==> config.mk <==
export PLATFORM = sky130hd
export DESIGN_NAME = cbw_packer
export DESIGN_NICKNAME = d
export VERILOG_FILES = /design/src/rtl/cbw_pkg.sv /design/src/rtl/cbw_rst_sync.sv /design/src/rtl/cbw_bit_place.sv /design/src/rtl/cbw_accum.sv /design/src/rtl/cbw_out_reg.sv /design/src/rtl/cbw_packer.sv
export SDC_FILE = /design/constraint.sdc
export NUM_CORES = 1
export LEC_CHECK = 0
export CORE_UTILIZATION = 45
export CTS_CLUSTER_SIZE = 16
export DETAILED_ROUTE_END_ITERATION = 8
export DONT_BUFFER_PORTS = 1
export SETUP_SLACK_MARGIN = 0.4
export SYNTH_ARGS = -nofsm -noshare
export SYNTH_HDL_FRONTEND = slang
export SYNTH_SLANG_ARGS = --single-unit
==> constraint.sdc <==
create_clock -name clk -period 4.78 [get_ports clk]
set_clock_uncertainty 0.15 [all_clocks]
set_input_delay 0.956 -clock clk [delete_from_list [all_inputs] [get_ports clk]]
set_output_delay 0.956 -clock clk [all_outputs]
set_load 0.005 [all_outputs]
==> src/rtl/cbw_pkg.sv <==
package cbw_pkg;

  typedef enum logic [1:0] {
    BW_8   = 2'b00,
    BW_16  = 2'b01,
    BW_32  = 2'b10,
    BW_BAD = 2'b11
  } bus_w_e;

  typedef struct packed {
    bus_w_e width;
    logic   bit_lsb_first;
    logic   lane_high_first;
  } cbw_cfg_t;

endpackage

==> src/rtl/cbw_rst_sync.sv <==
module cbw_rst_sync #(
  parameter int STAGES = 2
) (
  input  logic clk,
  input  logic rst_n,
  output logic rst_n_sync
);

  logic [STAGES-1:0] sync_q;
  logic [STAGES-1:0] sync_d;

  always_comb begin
    sync_d = {sync_q[STAGES-2:0], 1'b1};
  end

  always_ff @(posedge clk or negedge rst_n) begin
    if (!rst_n) sync_q <= '0;
    else        sync_q <= sync_d;
  end

  assign rst_n_sync = sync_q[STAGES-1];

endmodule

==> src/rtl/cbw_bit_place.sv <==
// Maps (byte index, bit index) of the next arriving bit to its output bit position.
module cbw_bit_place #(
  parameter  int BYTE_W    = 8,
  parameter  int MAX_LANES = 4,
  localparam int BIT_CW    = $clog2(BYTE_W),
  localparam int LANE_CW   = (MAX_LANES > 1) ? $clog2(MAX_LANES) : 1,
  localparam int POS_W     = $clog2(BYTE_W * MAX_LANES)
) (
  input  logic [LANE_CW-1:0] byte_idx,
  input  logic [BIT_CW-1:0]  bit_idx,
  input  logic [LANE_CW-1:0] lanes_m1,
  input  logic               bit_lsb_first,
  input  logic               lane_high_first,
  output logic [POS_W-1:0]   pos
);

  logic [LANE_CW-1:0] lane_idx;
  logic [BIT_CW-1:0]  bit_in_lane;

  always_comb begin
    // lanes_m1 is zero in one-lane mode, so lane order has no effect there.
    lane_idx    = lane_high_first ? (lanes_m1 - byte_idx) : byte_idx;
    bit_in_lane = bit_lsb_first ? bit_idx : (BIT_CW'(BYTE_W - 1) - bit_idx);
    pos         = POS_W'(lane_idx) * POS_W'(BYTE_W) + POS_W'(bit_in_lane);
  end

endmodule

==> src/rtl/cbw_accum.sv <==
// Holds the word being filled, its bit and byte counters and the frame-end flag.
module cbw_accum #(
  parameter  int BYTE_W    = 8,
  parameter  int MAX_LANES = 4,
  localparam int WORD_W    = BYTE_W * MAX_LANES,
  localparam int BIT_CW    = $clog2(BYTE_W),
  localparam int LANE_CW   = (MAX_LANES > 1) ? $clog2(MAX_LANES) : 1,
  localparam int POS_W     = $clog2(WORD_W)
) (
  input  logic               clk,
  input  logic               rst_n,
  input  logic               clr,
  input  logic               take,
  input  logic               bit_i,
  input  logic               last_i,
  input  logic [LANE_CW-1:0] lanes_m1,
  input  logic [POS_W-1:0]   pos,
  input  logic               out_free,
  output logic               push,
  output logic [WORD_W-1:0]  push_word,
  output logic               pend,
  output logic               idle,
  output logic               near_full,
  output logic [LANE_CW-1:0] byte_idx,
  output logic [BIT_CW-1:0]  bit_idx
);

  logic [WORD_W-1:0]  acc_q, acc_d;
  logic [BIT_CW-1:0]  bit_q, bit_d;
  logic [LANE_CW-1:0] byte_q, byte_d;
  logic               pend_q, pend_d;
  logic [WORD_W-1:0]  hit;
  logic [WORD_W-1:0]  acc_plus;
  logic               push_full;
  logic               push_flush;

  // One decoder slice per output bit.
  for (genvar gi = 0; gi < WORD_W; gi++) begin : g_hit
    assign hit[gi] = take && bit_i && (pos == POS_W'(gi));
  end

  always_comb begin
    near_full  = (bit_q == BIT_CW'(BYTE_W - 1)) && (byte_q == lanes_m1);
    acc_plus   = acc_q | hit;
    push_full  = take && near_full;
    push_flush = pend_q && out_free;
    push       = push_full || push_flush;
    push_word  = acc_plus;
    pend       = pend_q;
    idle       = (bit_q == '0) && (byte_q == '0) && !pend_q;
    byte_idx   = byte_q;
    bit_idx    = bit_q;
  end

  always_comb begin
    acc_d  = acc_q;
    bit_d  = bit_q;
    byte_d = byte_q;
    pend_d = pend_q;
    if (clr || push) begin
      acc_d  = '0;
      bit_d  = '0;
      byte_d = '0;
      pend_d = 1'b0;
    end else if (take) begin
      acc_d  = acc_plus;
      pend_d = last_i;
      if (bit_q == BIT_CW'(BYTE_W - 1)) begin
        bit_d  = '0;
        byte_d = byte_q + 1'b1;
      end else begin
        bit_d  = bit_q + 1'b1;
      end
    end
  end

  always_ff @(posedge clk or negedge rst_n) begin
    if (!rst_n) begin
      acc_q  <= '0;
      bit_q  <= '0;
      byte_q <= '0;
      pend_q <= 1'b0;
    end else begin
      acc_q  <= acc_d;
      bit_q  <= bit_d;
      byte_q <= byte_d;
      pend_q <= pend_d;
    end
  end

endmodule

==> src/rtl/cbw_out_reg.sv <==
// Output holding register with a valid/ready handshake.
module cbw_out_reg #(
  parameter int WORD_W = 32
) (
  input  logic              clk,
  input  logic              rst_n,
  input  logic              clr,
  input  logic              push,
  input  logic [WORD_W-1:0] push_word,
  input  logic              out_ready,
  output logic              out_valid,
  output logic [WORD_W-1:0] out_word,
  output logic              out_free
);

  logic              valid_q, valid_d;
  logic [WORD_W-1:0] word_q;
  logic              word_en;

  always_comb begin
    out_free = !valid_q || out_ready;
    word_en  = push && !clr;
    valid_d  = valid_q;
    if (clr)            valid_d = 1'b0;
    else if (push)      valid_d = 1'b1;
    else if (out_ready) valid_d = 1'b0;
  end

  always_ff @(posedge clk or negedge rst_n) begin
    if (!rst_n) valid_q <= 1'b0;
    else        valid_q <= valid_d;
  end

  always_ff @(posedge clk or negedge rst_n) begin
    if (!rst_n)       word_q <= '0;
    else if (word_en) word_q <= push_word;
  end

  assign out_valid = valid_q;
  assign out_word  = word_q;

endmodule

==> src/rtl/cbw_packer.sv <==
module cbw_packer #(
  parameter int BYTE_W    = 8,
  parameter int MAX_LANES = 4
) (
  input  logic                        clk,
  input  logic                        rst_n,
  input  logic                        clr,
  input  logic [1:0]                  cfg_width,
  input  logic                        cfg_bit_lsb_first,
  input  logic                        cfg_lane_high_first,
  input  logic                        in_bit,
  input  logic                        in_valid,
  input  logic                        in_last,
  output logic                        in_ready,
  output logic [BYTE_W*MAX_LANES-1:0] out_word,
  output logic                        out_valid,
  input  logic                        out_ready,
  output logic                        cfg_err
);
  import cbw_pkg::*;

  localparam int WORD_W  = BYTE_W * MAX_LANES;
  localparam int BIT_CW  = $clog2(BYTE_W);
  localparam int LANE_CW = (MAX_LANES > 1) ? $clog2(MAX_LANES) : 1;
  localparam int POS_W   = $clog2(WORD_W);

  logic               rst_sync_n;
  cbw_cfg_t           cfg_q, cfg_d;
  logic               idle;
  logic               pend;
  logic               near_full;
  logic               out_free;
  logic               push;
  logic [WORD_W-1:0]  push_word;
  logic               take;
  logic [LANE_CW-1:0] lanes_m1;
  logic [LANE_CW-1:0] byte_idx;
  logic [BIT_CW-1:0]  bit_idx;
  logic [POS_W-1:0]   pos;
  logic               width_bad;

  cbw_rst_sync #(.STAGES(2)) u_rst (
    .clk       (clk),
    .rst_n     (rst_n),
    .rst_n_sync(rst_sync_n)
  );

  // Configuration capture: only while nothing is held.
  always_comb begin
    cfg_d = cfg_q;
    if (idle) begin
      cfg_d.width           = bus_w_e'(cfg_width);
      cfg_d.bit_lsb_first   = cfg_bit_lsb_first;
      cfg_d.lane_high_first = cfg_lane_high_first;
    end
  end

  always_ff @(posedge clk or negedge rst_sync_n) begin
    if (!rst_sync_n) cfg_q <= '{width: BW_8, bit_lsb_first: 1'b0, lane_high_first: 1'b0};
    else             cfg_q <= cfg_d;
  end

  always_comb begin
    width_bad = (cfg_q.width == BW_BAD) || ((32'd1 << cfg_q.width) > 32'(MAX_LANES));
    lanes_m1  = LANE_CW'((32'd1 << cfg_q.width) - 32'd1);
    cfg_err   = width_bad;
    in_ready  = width_bad || (!pend && (out_free || !near_full));
    take      = in_valid && in_ready && !width_bad;
  end

  cbw_bit_place #(.BYTE_W(BYTE_W), .MAX_LANES(MAX_LANES)) u_place (
    .byte_idx       (byte_idx),
    .bit_idx        (bit_idx),
    .lanes_m1       (lanes_m1),
    .bit_lsb_first  (cfg_q.bit_lsb_first),
    .lane_high_first(cfg_q.lane_high_first),
    .pos            (pos)
  );

  cbw_accum #(.BYTE_W(BYTE_W), .MAX_LANES(MAX_LANES)) u_acc (
    .clk      (clk),
    .rst_n    (rst_sync_n),
    .clr      (clr),
    .take     (take),
    .bit_i    (in_bit),
    .last_i   (in_last),
    .lanes_m1 (lanes_m1),
    .pos      (pos),
    .out_free (out_free),
    .push     (push),
    .push_word(push_word),
    .pend     (pend),
    .idle     (idle),
    .near_full(near_full),
    .byte_idx (byte_idx),
    .bit_idx  (bit_idx)
  );

  cbw_out_reg #(.WORD_W(WORD_W)) u_out (
    .clk      (clk),
    .rst_n    (rst_sync_n),
    .clr      (clr),
    .push     (push),
    .push_word(push_word),
    .out_ready(out_ready),
    .out_valid(out_valid),
    .out_word (out_word),
    .out_free (out_free)
  );

endmodule

# After elaboration in Yosys (flattened, before gate mapping)
# Cells that the tools add are included.
# word_totals
word_cells	128
in_bits	11
regBits	77
output_inout_bits	35
# classes
n_shift	1
n_lt_le_gt_ge	1
addsub	6
eq_ne	34
reduce_logical	60
bitwise	1
n_mux	15
# ops
operator	n
equality test 5 bit (second input constant)	16
two-way mux 32 bit	2
logical AND 1 bit	42
equality test 5 x 4 -> 1 bit (second input constant)	8
> comparator 32 x 3 -> 1 bit (second input constant)	1
OR 32 bit	1
<< shifter 1 x 2 -> 32 bit (first input constant)	1
equality test 5 x 3 -> 1 bit (second input constant)	4
two-way mux 3 bit	4
equality test 5 x 2 -> 1 bit (second input constant)	2
two-way mux 2 bit	4
logical OR 1 bit	6
adder 5 x 3 -> 5 bit	1
equality test 5 x 1 -> 1 bit (second input constant)	1
zero test 1 bit	5
zero test 5 bit	1
two-way mux 1 bit	5
nonzero test 2 bit	2
adder 3 x 1 -> 3 bit (second input constant)	1
equality test 3 bit (second input constant)	1
zero test 3 bit	1
nonzero test 3 bit	1
subtractor 3 bit (first input constant)	1
adder 2 x 1 -> 2 bit (second input constant)	1
6 further kinds	6

# Logic depth before layout (Yosys ltp)
# logic_depth
ltp_word	15
depth_mapped	9
mapped_depth_nobuf	7

# By module
# Synthesis repeated with hierarchy kept, for this count alone.
# hier_totals
cells_unflattened	282
area_unflattened_um2	3554.7
# modules_own_cells
module	instances	seq_area_each_um2	cells_each	area_each_um2
cbw_accum	1	950.9	181	1818.0
cbw_out_reg	1	825.8	73	1398.8
cbw_packer	1	100.1	15	206.4
cbw_bit_place	1	0.0	10	77.6
cbw_rst_sync	1	50.0	3	53.8

# Worst setup path after synthesis
# OpenSTA, ideal clock, no wires.
# synth_path
path_kind	input-to-output
start	in out_ready
end	out in_ready
path_buffers	0
required_ps	3674
path_slack_ps	2133
arrival_time_ps	1541
cell_stages	3
path_cell_list	and4b_1 a21oi_1 or2_2
# synth_between
elab_chain_len	4
# synth_lines
item	line	text
start, declared	cbw_packer.sv:17	input logic out_ready,
logical OR 1 bit	cbw_out_reg.sv:21	out_free = !valid_q || out_ready;
logical OR 1 bit	cbw_packer.sv:67	in_ready = width_bad || (!pend && (out_free || !near_full));
logical AND 1 bit	cbw_packer.sv:67	
logical OR 1 bit	cbw_packer.sv:67	
end, declared	cbw_packer.sv:14	output logic in_ready,
# No other way between the ends.

# Worst setup path after layout
# layout_path
start	reg u_acc.bit_q[0], in the netlist u_acc.bit_idx[0]
end	reg u_out.word_q[5], in the netlist u_out.out_word[5]
# layout_between
elab_chain_len	11
elab_cells_between_ends	18
cone_classes	add/sub: 2; eq/ne: 2; mux: 1; bitwise: 1; reduce/logical: 12
# layout_lines
item	line	text
start, declared	cbw_accum.sv:29	logic [BIT_CW-1:0] bit_q, bit_d;
start signal, assigned	cbw_accum.sv:85	bit_q <= bit_d;
branches (longest 11 deep; another with adder 5 x 3 -> 5 bit)	-	
end signal, assigned	cbw_out_reg.sv:36	else if (word_en) word_q <= push_word;
end, declared	cbw_out_reg.sv:17	logic [WORD_W-1:0] word_q;
# Several ways; the timed one is not identified.
# A chain may end at the register's enable or synchronous reset.

==> flow_metrics.env <==
export IMPL_relSlewSlack_pct=34.1
export IMPL_powerDensity_nw_per_um2=514
export IMPL_cts_tree="built"
export IMPL_rsz0062_at_grt="no"
export IMPL_drc=0
export IMPL_start_util_pct=46.7
export IMPL_p_leak_nw=1.57
export IMPL_wl_per_cell_microns=16.3
export IMPL_overflow=0
export IMPL_period_minus_slack_ps=3210
export IMPL_mostFrequentLayoutCell="dfrtp_1"
export IMPL_cts_sinks=77
export IMPL_ant_nets=0
export IMPL_die_area_sq_um=7440
export IMPL_maxCapViolCount=0
export IMPL_core_region_area_sq_um=6830
export IMPL_syn_cell_area_sq_um=3190
export IMPL_grt_pass1_wl_microns=10800
export IMPL_htree_levels=3
export IMPL_cp_required_ps=4890
export IMPL_layout_nets=321
export IMPL_grt_start_max_net_pins=76
export IMPL_setup_viol_count_final=0
export IMPL_p_int_w=0.00125
export IMPL_ys_flop_type="dfrtp_1"
export IMPL_finalHoldViolations=0
export IMPL_drt_iter0_drc=137
export IMPL_cts_setup_buffers=0
export IMPL_rows=30
export IMPL_cts_buffers=9
export IMPL_final_util_pct=51.3
export IMPL_startpoint_type="flop"
export IMPL_synth_seq_area_share_pct=60.3
export IMPL_timing_setup_tns_ps=0
export IMPL_p_sw_w=0.000553
export IMPL_fin_ws_ps=1570
export IMPL_worst_pin_slew_ps=960
export IMPL_wl_microns=6610
export IMPL_clockBufferDepth=2
export IMPL_critPathMaxFanout=14
export IMPL_synthesis_nets=320
export IMPL_post_cts_resize_count=0
export IMPL_clkPwrFrac_pct=30.4
export IMPL_p_seq_share_pct=52.1
export IMPL_io_buffers=0
export IMPL_reg2reg_depth=7
export IMPL_groute_usage_overall_pct=19.6
export IMPL_synth_edf_count=0
export IMPL_synth_cells=304
export IMPL_hold_class="primary input to asynchronous set/reset pin"
export IMPL_die_w_microns=86.2
export IMPL_num_vias=2108
export IMPL_hold_ws_ps=157
export IMPL_ys_ff_latch=77
export IMPL_clkSlewWorstSetupHoldPaths_ps=80
export IMPL_io_pin_count=46
export IMPL_fmax_mhz=311
export IMPL_cp_arrival_ps=3330
export IMPL_area_growth_pct=9.84
export IMPL_cts_root_buf="clkbuf_8"
export IMPL_grt_pass1_vias=2063
export IMPL_post_place_ws_ps=1560
export IMPL_ctsHoldBuffers=0
export IMPL_yosysWarnings=0
export IMPL_layout_common_cells="dfrtp_1, nor2_1, a21oi_1"
export IMPL_fin_crit_sh_pct=67.2
export IMPL_path_class="flop to flop"
export IMPL_switching_share_pct=30.7
export IMPL_gp_congestion=0.834
export IMPL_finalMaxSlewViolations=0
export IMPL_syn_area_per_cell_sq_um=10.5
export IMPL_comb_power_share_pct=17.5
export IMPL_cp_end_kind="flop"
export IMPL_final_layout_size_suffix_gt1_share_pct=9.71
export IMPL_async_reset_ff_share_pct=100
export IMPL_dr_pass1_iters=4
export IMPL_die_h_microns=86.2
export IMPL_status="finished, final reports clean"
export IMPL_worstSkewPairLatency_ps=340
export IMPL_antenna_found_initial=0
export IMPL_hpwl_microns=4170
export IMPL_viasPerCell=5.20
export IMPL_synth_cell_type_count=34
export IMPL_diodes=0
export IMPL_peakVddDrop_mv=0.287
-- logic make-up (layout without fill, tap and decap cells) --
kind of cell	after synthesis	count (layout)	share of synthesized area, %
buffers and inverters	19	24	2.82
other	1	1	0.117
muxes	6	6	2.04
adders and majority gates	5	5	1.96
xor gates and xnor gates	4	4	1.10
AOI/OAI and AO/OA	88	88	15.0
and+or+nand+nor	104	104	16.6
DFF	77	77	60.3
-- power groups by stage --
stage	combinational (W)	clock, W	sequential [W]
floorplan	0.000261	0	0.000917
global placement	0.000313	0	0.000954
CTS	0.000319	0.000562	0.000944
global route	0.000363	0.000588	0.000962
detailed placement	0.000318	0	0.000954
finish	0.000316	0.000548	0.000939
-- worst max-delay path: stages, from the launching register on --
cell and delay, ps:
dfrtp_1 450, ha_1 230, ha_1 250, and4b_1 250
a2111o_1 630, nor3b_1 770, a21oi_1 230, a21oi_1 170
-- registers in the layout, indices dropped and copies added, names as in the netlist --
| register | count |
|---|---|
| cfg_q | 4 |
| u_acc.acc_q | 32 |
| u_acc.bit_idx | 3 |
| u_acc.byte_idx | 2 |
| u_acc.pend | 1 |
| u_out.out_valid | 1 |
| u_out.out_word | 32 |
| u_rst.sync_q | 2 |
-- layer usage --
layer / global-route usage (%) / vias up / part of all wire (%)
li1: - / 1035 / -
met1: 27.8 / 1010 / 48
met2: 28.3 / 53 / 44
met3: 4.67 / 10 / 5.9
met4: 9.24 / 0 / 2.0
met5: 0 / - / 0
-- metrics by stage --
stage | total power [W] | std cells | instance area, sq um
final | 0.00180 | 405 | 3510
after global routing | 0.00191 | 405 | 3510
after CTS | 0.00183 | 405 | 3510
after detailed placement | 0.00127 | 390 | 3280
after global placement | 0.00127 | 390 | 3280
after floorplan | 0.00118 | 304 | 3190
-- Yosys cell counts, drive strengths merged, types with 2 or more instances --
| library cell | number | share of area [%] |
|---|---|---|
| nor2b | 6 | 1.2 |
| mux2 | 4 | 1.4 |
| a22oi | 8 | 1.9 |
| mux2i | 2 | 0.63 |
| nand3 | 3 | 0.47 |
| nor2 | 73 | 8.6 |
| and2 | 3 | 0.59 |
| inv | 7 | 0.82 |
| dfrtp | 77 | 60 |
| buf | 4 | 1.1 |
| nand2 | 3 | 0.35 |
| xnor2 | 3 | 0.82 |
| nor3 | 2 | 0.47 |
| nor3b | 9 | 3.5 |
| clkbuf | 8 | 0.94 |
| a21oi | 73 | 11 |
| ha | 5 | 2.0 |
-- path summary, 6_finish.rpt --
check	slack (ps)	from	end
worst max-delay path	1570	u_acc.bit_idx[0]	u_out.out_word[5]
worst min-delay path	160	rst_n	u_rst.sync_q[1]
worst max register to register	1570	u_acc.bit_idx[0]	u_out.out_word[5]
worst min register to register	210	u_rst.sync_q[0]	u_rst.sync_q[1]
max in group asynchronous	3530	u_rst.sync_q[1]	u_out.out_word[0]
min in group clk	210	u_rst.sync_q[0]	u_rst.sync_q[1]
-- layout make-up --
class / instances / area (sq um)
fill: 653 / 3320
sequential: 77 / 1930
multi-input combinational: 208 / 1190
clock buffer: 12 / 155
tap: 96 / 120
clock inverter: 3 / 68.8
inverter: 7 / 26.3
timing repair buffer: 2 / 15.0
Power figures use the tool's default switching activity.
